**src/rtl/sram_model_pkg.sv**
```systemverilog
// Shared types for the asynchronous SRAM model.
// Assumes: nothing beyond IEEE 1800-2017.
package sram_model_pkg;

    // Device mode decoded from the two selects, write strobe and output enable.
    typedef enum logic [1:0] {
        MODE_IDLE  = 2'd0,  // deselected
        MODE_SENSE = 2'd1,  // selected, outputs off
        MODE_DRIVE = 2'd2,  // selected, reading onto the bus
        MODE_STORE = 2'd3   // selected, write strobe active
    } mode_e;

    // Larger of two counts, used to size counters.
    function automatic int unsigned max2(input int unsigned a, input int unsigned b);
        return (a > b) ? a : b;
    endfunction

endpackage

```
**src/rtl/sram_read_path.sv**
```systemverilog
// Read timing: access age, enable age, output drive and delayed turn-off.
// Assumes: all delays are at least 1; addr_evt is set at an edge that sees a
// fresh selection or a change of the decoded address bits.
module sram_read_path
    import sram_model_pkg::*;
#(
    parameter int DATA_W  = 8,
    parameter int T_ACC   = 14,
    parameter int T_OE    = 5,
    parameter int T_HZ_CE = 3,
    parameter int T_HZ_OE = 3,
    parameter int T_HZ_WE = 4
) (
    input  logic              clk,
    input  logic              rst_n,
    input  mode_e             mode,
    input  logic              addr_evt,
    input  logic [DATA_W-1:0] word,
    output logic [DATA_W-1:0] dq_o,
    output logic              dq_oe
);

    localparam int unsigned T_HZ_MAX = max2(max2(T_HZ_CE, T_HZ_OE), T_HZ_WE);
    localparam int unsigned T_TOP    = max2(max2(T_ACC, T_OE), T_HZ_MAX);
    localparam int          CW       = $clog2(T_TOP + 1) + 1;

    logic [CW-1:0] acc_age, acc_next;
    logic [CW-1:0] en_age, en_next;
    logic [CW-1:0] off_cnt, off_load;
    logic          rd_now, rd_prev, ready, off_run;

    assign rd_now = (mode == MODE_DRIVE);

    // Next ages: ticks since the access event and since read mode began, saturating.
    always_comb begin
        if (mode == MODE_IDLE || addr_evt) begin
            acc_next = '0;
        end else if (acc_age >= CW'(T_ACC)) begin
            acc_next = acc_age;
        end else begin
            acc_next = acc_age + CW'(1);
        end

        if (!rd_now || !rd_prev) begin
            en_next = '0;
        end else if (en_age >= CW'(T_OE)) begin
            en_next = en_age;
        end else begin
            en_next = en_age + CW'(1);
        end
    end

    assign ready = rd_now && (acc_next >= CW'(T_ACC)) && (en_next >= CW'(T_OE));

    // Turn-off delay chosen by the reason read mode was left.
    always_comb begin
        case (mode)
            MODE_IDLE:  off_load = CW'(T_HZ_CE - 1);
            MODE_STORE: off_load = CW'(T_HZ_WE - 1);
            default:    off_load = CW'(T_HZ_OE - 1);
        endcase
    end

    // Age counters and the previous read flag.
    always_ff @(posedge clk) begin
        if (!rst_n) begin
            acc_age <= '0;
            en_age  <= '0;
            rd_prev <= 1'b0;
        end else begin
            acc_age <= acc_next;
            en_age  <= en_next;
            rd_prev <= rd_now;
        end
    end

    // Output driver: drive when ready, blank on restart, hold then release on exit.
    always_ff @(posedge clk) begin
        if (!rst_n) begin
            dq_oe   <= 1'b0;
            dq_o    <= '0;
            off_run <= 1'b0;
            off_cnt <= '0;
        end else if (rd_now) begin
            dq_oe   <= ready;
            off_run <= 1'b0;
            if (ready) begin
                dq_o <= word;
            end
        end else if (dq_oe && !off_run) begin
            off_run <= 1'b1;
            off_cnt <= off_load;
        end else if (off_run) begin
            if (off_cnt == '0) begin
                dq_oe   <= 1'b0;
                off_run <= 1'b0;
            end else begin
                off_cnt <= off_cnt - CW'(1);
            end
        end
    end

endmodule

```
**config.mk**
```make
export PLATFORM = sky130hd
export DESIGN_NAME = sram_read_path
export DESIGN_NICKNAME = d
export VERILOG_FILES = /design/src/rtl/sram_model_pkg.sv /design/src/rtl/sram_read_path.sv
export SDC_FILE = /design/constraint.sdc
export NUM_CORES = 1
export LEC_CHECK = 0
export CAP_MARGIN = 40
export CORE_ASPECT_RATIO = 1.1
export CORE_MARGIN = 2
export CORE_UTILIZATION = 45
export DETAILED_ROUTE_END_ITERATION = 16
export PLACE_DENSITY_LB_ADDON = 0.15
export SLEW_MARGIN = 20
export SYNTH_ARGS = -nofsm -noshare
export SYNTH_HDL_FRONTEND = slang
export SYNTH_SLANG_ARGS = --single-unit
```
**constraint.sdc**
```tcl
create_clock -name clk -period 2 [get_ports clk]
set_clock_uncertainty 0.2 [all_clocks]
set_input_delay 0.4 -clock clk [delete_from_list [all_inputs] [get_ports clk]]
set_output_delay 0.4 -clock clk [all_outputs]
set_load 0.05 [all_outputs]
```
Word level (Yosys, flattened, before mapping). Index checks and enable logic that the tools add are counted.

Output and inout bits: 9. Word-level logic and storage cells: 52. Input bits: 13. Register bits: 26.

Reduce and logical (&&, ||, !) cells: 17. Bitwise gates (word level): 2. Mux-type cells: 15. Equality and inequality tests: 4. $add $sub $neg: 3. $lt $le $gt $ge: 4.

Operator list (number): 2-to-1 mux 5 bit (7); adder 5 x 1 -> 5 bit (second input constant) (2); >= comparator 5 x 3 -> 1 bit (second input constant) (2); >= comparator 5 x 4 -> 1 bit (second input constant) (2); 2-to-1 mux 1 bit (8); AND reduction 3 bit (2); nonzero test 2 bit (3); logical NOT 5 bit (1); subtractor 5 x 1 -> 5 bit (second input constant) (1); equality test 2 bit (second input constant) (2); != test 2 bit (second input constant) (2); logical AND 1 bit (3); logical NOT 1 bit (3); logical NOT 2 bit (1); logical OR 1 bit (2); inverter 1 bit (2); AND reduction 2 bit (1); OR reduction 2 bit (1).

Logic depth before layout (Yosys ltp).
Depth in word-level cells: 7. Mapped depth: 8. Gate-level depth less buffers: 7.

Worst setup path before layout. Ideal clock, no wire load.

Kind: reg-to-reg. Start: register acc_age[0]. End: register dq_oe. Data arrival time: 1.667 ns. Period minus slack after synthesis: 1.982 ns. Setup slack: 0.018 ns. Buffers on the path: 1. Setup time: 0.115 ns. Cell stages (with the launch flop): 9. Required time: 1.685 ns. Path through: dfxtp_1 -> inv_1 -> ha_1 -> or2_4 -> a211oi_2 -> nor4_1 -> o211a_1 -> buf_6 -> o21a_1.

Cells in the longest elaborated chain, start to end: 7. Elaborated cells between the ends (all ways): 8. Those cells by class: add/sub: 1; order compare: 2; mux: 3; reduce/logical: 2.

Ends and longest elaborated chain: start: declaration (line sram_read_path.sv:27) `logic [CW-1:0] acc_age, acc_next;`; start signal: assignment (line sram_read_path.sv:71) `acc_age <= acc_next;`; adder 5 x 1 -> 5 bit / >= comparator 5 x 4 -> 1 bit (equally long branches) (line sram_read_path.sv:41, sram_read_path.sv:38); 2-to-1 mux 5 bit (*) (line sram_read_path.sv:38) `end else if (acc_age >= CW'(T_ACC)) begin`; 2-to-1 mux 5 bit (*) (line sram_read_path.sv:36) `if (mode == MODE_IDLE || addr_evt) begin`; >= comparator 5 x 4 -> 1 bit (*) (line sram_read_path.sv:53) `assign ready = rd_now && (acc_next >= CW'(T_ACC)) && (en_next >= CW'(T_OE));`; logical AND 1 bit (*) (2 in series) (line sram_read_path.sv:53); 2-to-1 mux 1 bit (*) (line sram_read_path.sv:84) `end else if (rd_now) begin`; end signal: assignment (line sram_read_path.sv:85) `dq_oe <= ready;`; end: declaration (line sram_read_path.sv:20) `output logic dq_oe`.

Every way passes the cells marked *; elsewhere a longest branch is shown, timed or not. A chain may end at the register's enable or synchronous reset.

Worst setup path in the final report. Ends and elaborated chain as after synthesis.

==> impl_summary.md <==
Placed design
Summing all placed instances gives a cell area of 0.001485 mm^2. The number of buffers added on ports is 21. The half-perimeter wire length after placement is 1779 um.

Counting tap cells, the placed design contains a total of 192 instances. At the end of routability-driven placement, the weighted congestion stood at 0.7929. At the placement stage, the worst setup path has a slack of -0.04783 ns.

CTS
TritonCTS created 3 clock buffers. After clock tree synthesis, the clock-pin slew on the worst setup and hold paths is 0.14 ns. Counting every sink on the clock net gives 26. The largest buffer count on any clock path is 2. The TritonCTS clock tree is yes. The hold buffer count at cts is 0. The source-to-sink clock delay at the later pin of the worst-skew pair is 0.31 ns. In this run the number of H-tree levels came out at 1.

CTS placed an instance of sky130_fd_sc_hd__clkbuf_4 at the clock tree root. Buffers added to address setup during post-CTS repair amount to 0.

Routing
Using the TritonRoute via totals, the vias-per-cell ratio works out to 5.102. The number of nets still failing antenna checks after routing is 0. The first TritonRoute pass finished after 4 iterations.

The detailed-route DRC error count is 0. The routed wire length is 2361 um. The total number of vias is 1,000. The average wire length per cell after detail routing is 12.05 um.

The number of DRC markers in iteration 0 is 26.

Synthesis
Synthesis inferred 26 register bits. The fraction of the mapped netlist area in adder cells is 0.06270. Counting distinct cell types in the post-synthesis netlist gives 33. The dominant combinational cell family by area after synthesis is simple AND/OR/NAND/NOR gates. Summing every instance area after synthesis gives 0.001197 mm^2.

The xor-xnor portion of the synthesized cell area is 0.03657. The basic-gate share of the synthesized area counting and, or, nand and nor cells is 0.2173. Synthesis produced a netlist with a net count of 153.

The multiplexer share of the synthesized area is 0.06688. The compound-gate portion of the synthesized area is 0.1411. The share of the Yosys chip area taken by registers is 0.4347. The number of warning messages in the yosys log is 0. In the synthesized netlist, the number of instances is 134. The mean cell area of the mapped netlist is 8.936 um^2.

Worst setup path
Traced cell by cell, the critical path runs through inv_2, ha_2, or2_4, a211oi_2, nor4_1, o211a_1, buf_12, o21a_1. The slowest stage of the critical path belongs to the cell sky130_fd_sc_hd__dfxtp_2. The startpoint kind of the worst setup timing path is a flop. For the worst setup path, the data arrival time is 2.02 ns. The worst setup path is captured at a flop. The critical path data required time is 2.03 ns. The minimum setup slack among reg-to-reg paths is 0.02 ns.

The reg-to-reg endpoint is dq_oe. The largest fanout of any net on the critical path is 9. The worst register-to-register path has a depth of 8. The worst setup path is of the reg -> reg kind. In this design, the stage delay of the slowest critical-path cell is 0.36 ns. The worst reg2reg path startpoint is acc_age[0].

GRT
The initial antenna violation count is 0. Entering global routing, the biggest net connects 19 pins. The total overflow left after global routing is 0.

The all-layer global routing usage is 0.1745. The first global-routing pass estimated 4050 um of wire. The number of global-route vias before repair is 1,003.

Floorplan
The area of the core is 0.002520 mm^2. The height of the die is 58.10 um. The row count is 19. The initial utilization of the core area, before any placement, comes to 0.4752. From left edge to right edge, the die measures 53.19 um. In this run the count of I/O pins placed on the die edge is 22.

The full die area is 0.003090 mm^2.

STA
For the pin with the worst max-slew slack, the measured transition is 0.4716 ns. The worst path in the final design needs a cycle of 1.985 ns, including I/O delays and setup. The number of setup violations in the final report is 0. Setup repair after global routing could not meet its margin everywhere. The number of endpoints with negative hold slack in the final report was 0. The final worst slack is 0.01524 ns. For the final routed database, the setup TNS stands at 0 ns. The count of final max-slew check failures is 0. The maximum achievable frequency is 503.8 MHz.

The worst relative slew slack is 0.6842. The worst hold-check slack is 0.2679 ns. Of the available clock period, the critical path in the final layout requires 0.9924.

Final layout
The leading cell type in the layout, fill and taps excluded is sky130_fd_sc_hd__dfxtp_1. The area added between synthesis and finish is 30.62%. The number of nets in the final layout is 185. The top cell types in the final layout, fill and taps aside, are sky130_fd_sc_hd__dfxtp_1 (23), sky130_fd_sc_hd__nand2_1 (22), sky130_fd_sc_hd__buf_4 (17). The summed area of non-filler cells in the final layout is 0.001564 mm^2. Of the cells placed in the final design, the portion with a size suffix greater than 1 is 0.2182. For this run, the number of standard cells in the final layout without fillers is 196. The number of diodes added for antenna fixing is 0. For this run, the share of the core covered by cells in the final layout is 0.6207.

Pwr
The worst supply voltage drop on vdd is 372.5 uV. The static leakage is 0.6531 nW. The total power draw is 939.1 uW.

Power spread over the standard cell area amounts to 600.4 mW/mm^2.

Hold path
The worst hold path terminates at dq_o[3]. The worst hold path belongs to the class reg -> reg. The worst hold path passes through 2 cells. The startpoint identified for the worst hold timing path is dq_o[3].

Outcome
The flow ran to the end, and the final reports show no timing, DRC or antenna violations.

Flow run
Max-cap violations in this run came to 0.
power by group:
part / switching [mW] / internal [mW] / total (mW)
clock network: 0.150 / 0.203 / 0.352
registers: 0.00206 / 0.521 / 0.523
logic: 0.0264 / 0.0376 / 0.0641
area by class of cell:
cell class	instances	area, um^2
fillers	239	955.9
repair buffers	30	267.8
inverters	8	30.03
flip-flops and latches	26	524.3
well taps	31	38.79
multi-input cells	97	650.6
clock inverters	1	30.03
clock buffers	3	22.52
Yosys cell counts (all sizes together):
master | count | share of area
a311oi | 1 | 0.0073
dfxtp | 26 | 0.43
nor2 | 14 | 0.044
a21oi | 5 | 0.021
nand2 | 23 | 0.072
nand2b | 1 | 0.0052
and3 | 3 | 0.016
mux2i | 8 | 0.067
inv | 8 | 0.025
a21o | 1 | 0.0063
a211oi | 4 | 0.033
xnor2 | 1 | 0.0073
nor3 | 1 | 0.0042
buf | 1 | 0.0094
o211ai | 1 | 0.0063
nor2b | 3 | 0.016
nor4b | 2 | 0.020
a31oi | 2 | 0.010
o31ai | 2 | 0.013
nor4 | 2 | 0.010
clkbuf | 2 | 0.0063
a41oi | 1 | 0.0073
o22ai | 1 | 0.0052
o21a | 1 | 0.0063
nand3 | 3 | 0.013
xor2 | 4 | 0.029
ha | 6 | 0.063
or2 | 1 | 0.0073
and2 | 2 | 0.010
o211a | 2 | 0.017
o21ai | 2 | 0.0084
critical path: cells and delay by family (launching register included):
family                   cells  cell delay [ns]
buffers and inverters        2             0.18
flip-flops                   1             0.36
AO/OA/AOI/OAI                3             0.63
AND/OR/NAND/NOR              2             0.34
adder cells (fa/ha/maj)      1             0.18
worst max path at each step:
stage,start,end,slack (ns),cells after the start
after global routing,acc_age[0],dq_o[6],-0.05,8
after CTS,acc_age[0],dq_o[5],-0.01,8
after global placement,mode[1],off_cnt[3],-0.01,8
after detailed placement,acc_age[0],dq_o[5],-0.05,8
final,acc_age[0],dq_oe,0.02,8
after floorplan,acc_age[0],dq_oe,0.02,8
cell families (layout without fill, tap and decap cells):
kind of cell,Yosys count,in the layout
XOR/XNOR,5,5
AO/OA/AOI/OAI,23,23
multiplexers,8,8
AND/OR/NAND/NOR,55,55
flip-flops,26,26
adder cells (fa/ha/maj),6,6
buffers and inverters,11,42
layer usage:
layer	share of wire	vias to the layer above	track usage
met5	0	-	0
met4	0.0072	0	0.06593
met3	0.026	2	0.02320
met2	0.51	13	0.3089
met1	0.46	465	0.2110
li1	-	520	-
sequential cells by signal, indices dropped and copies added (netlist names):
register,flops
off_run,1
dq_o,8
dq_oe,1
acc_age,5
off_cnt,5
rd_prev,1
en_age,5
what timing repair did:
| action | CTS | global route |
|---|---|---|
| setup endpoints to repair | 9 | 9 |
| pin swaps | 2 | 0 |
| resized for setup | 2 | 8 |
Note: power is estimated with default switching activity, not from simulation.
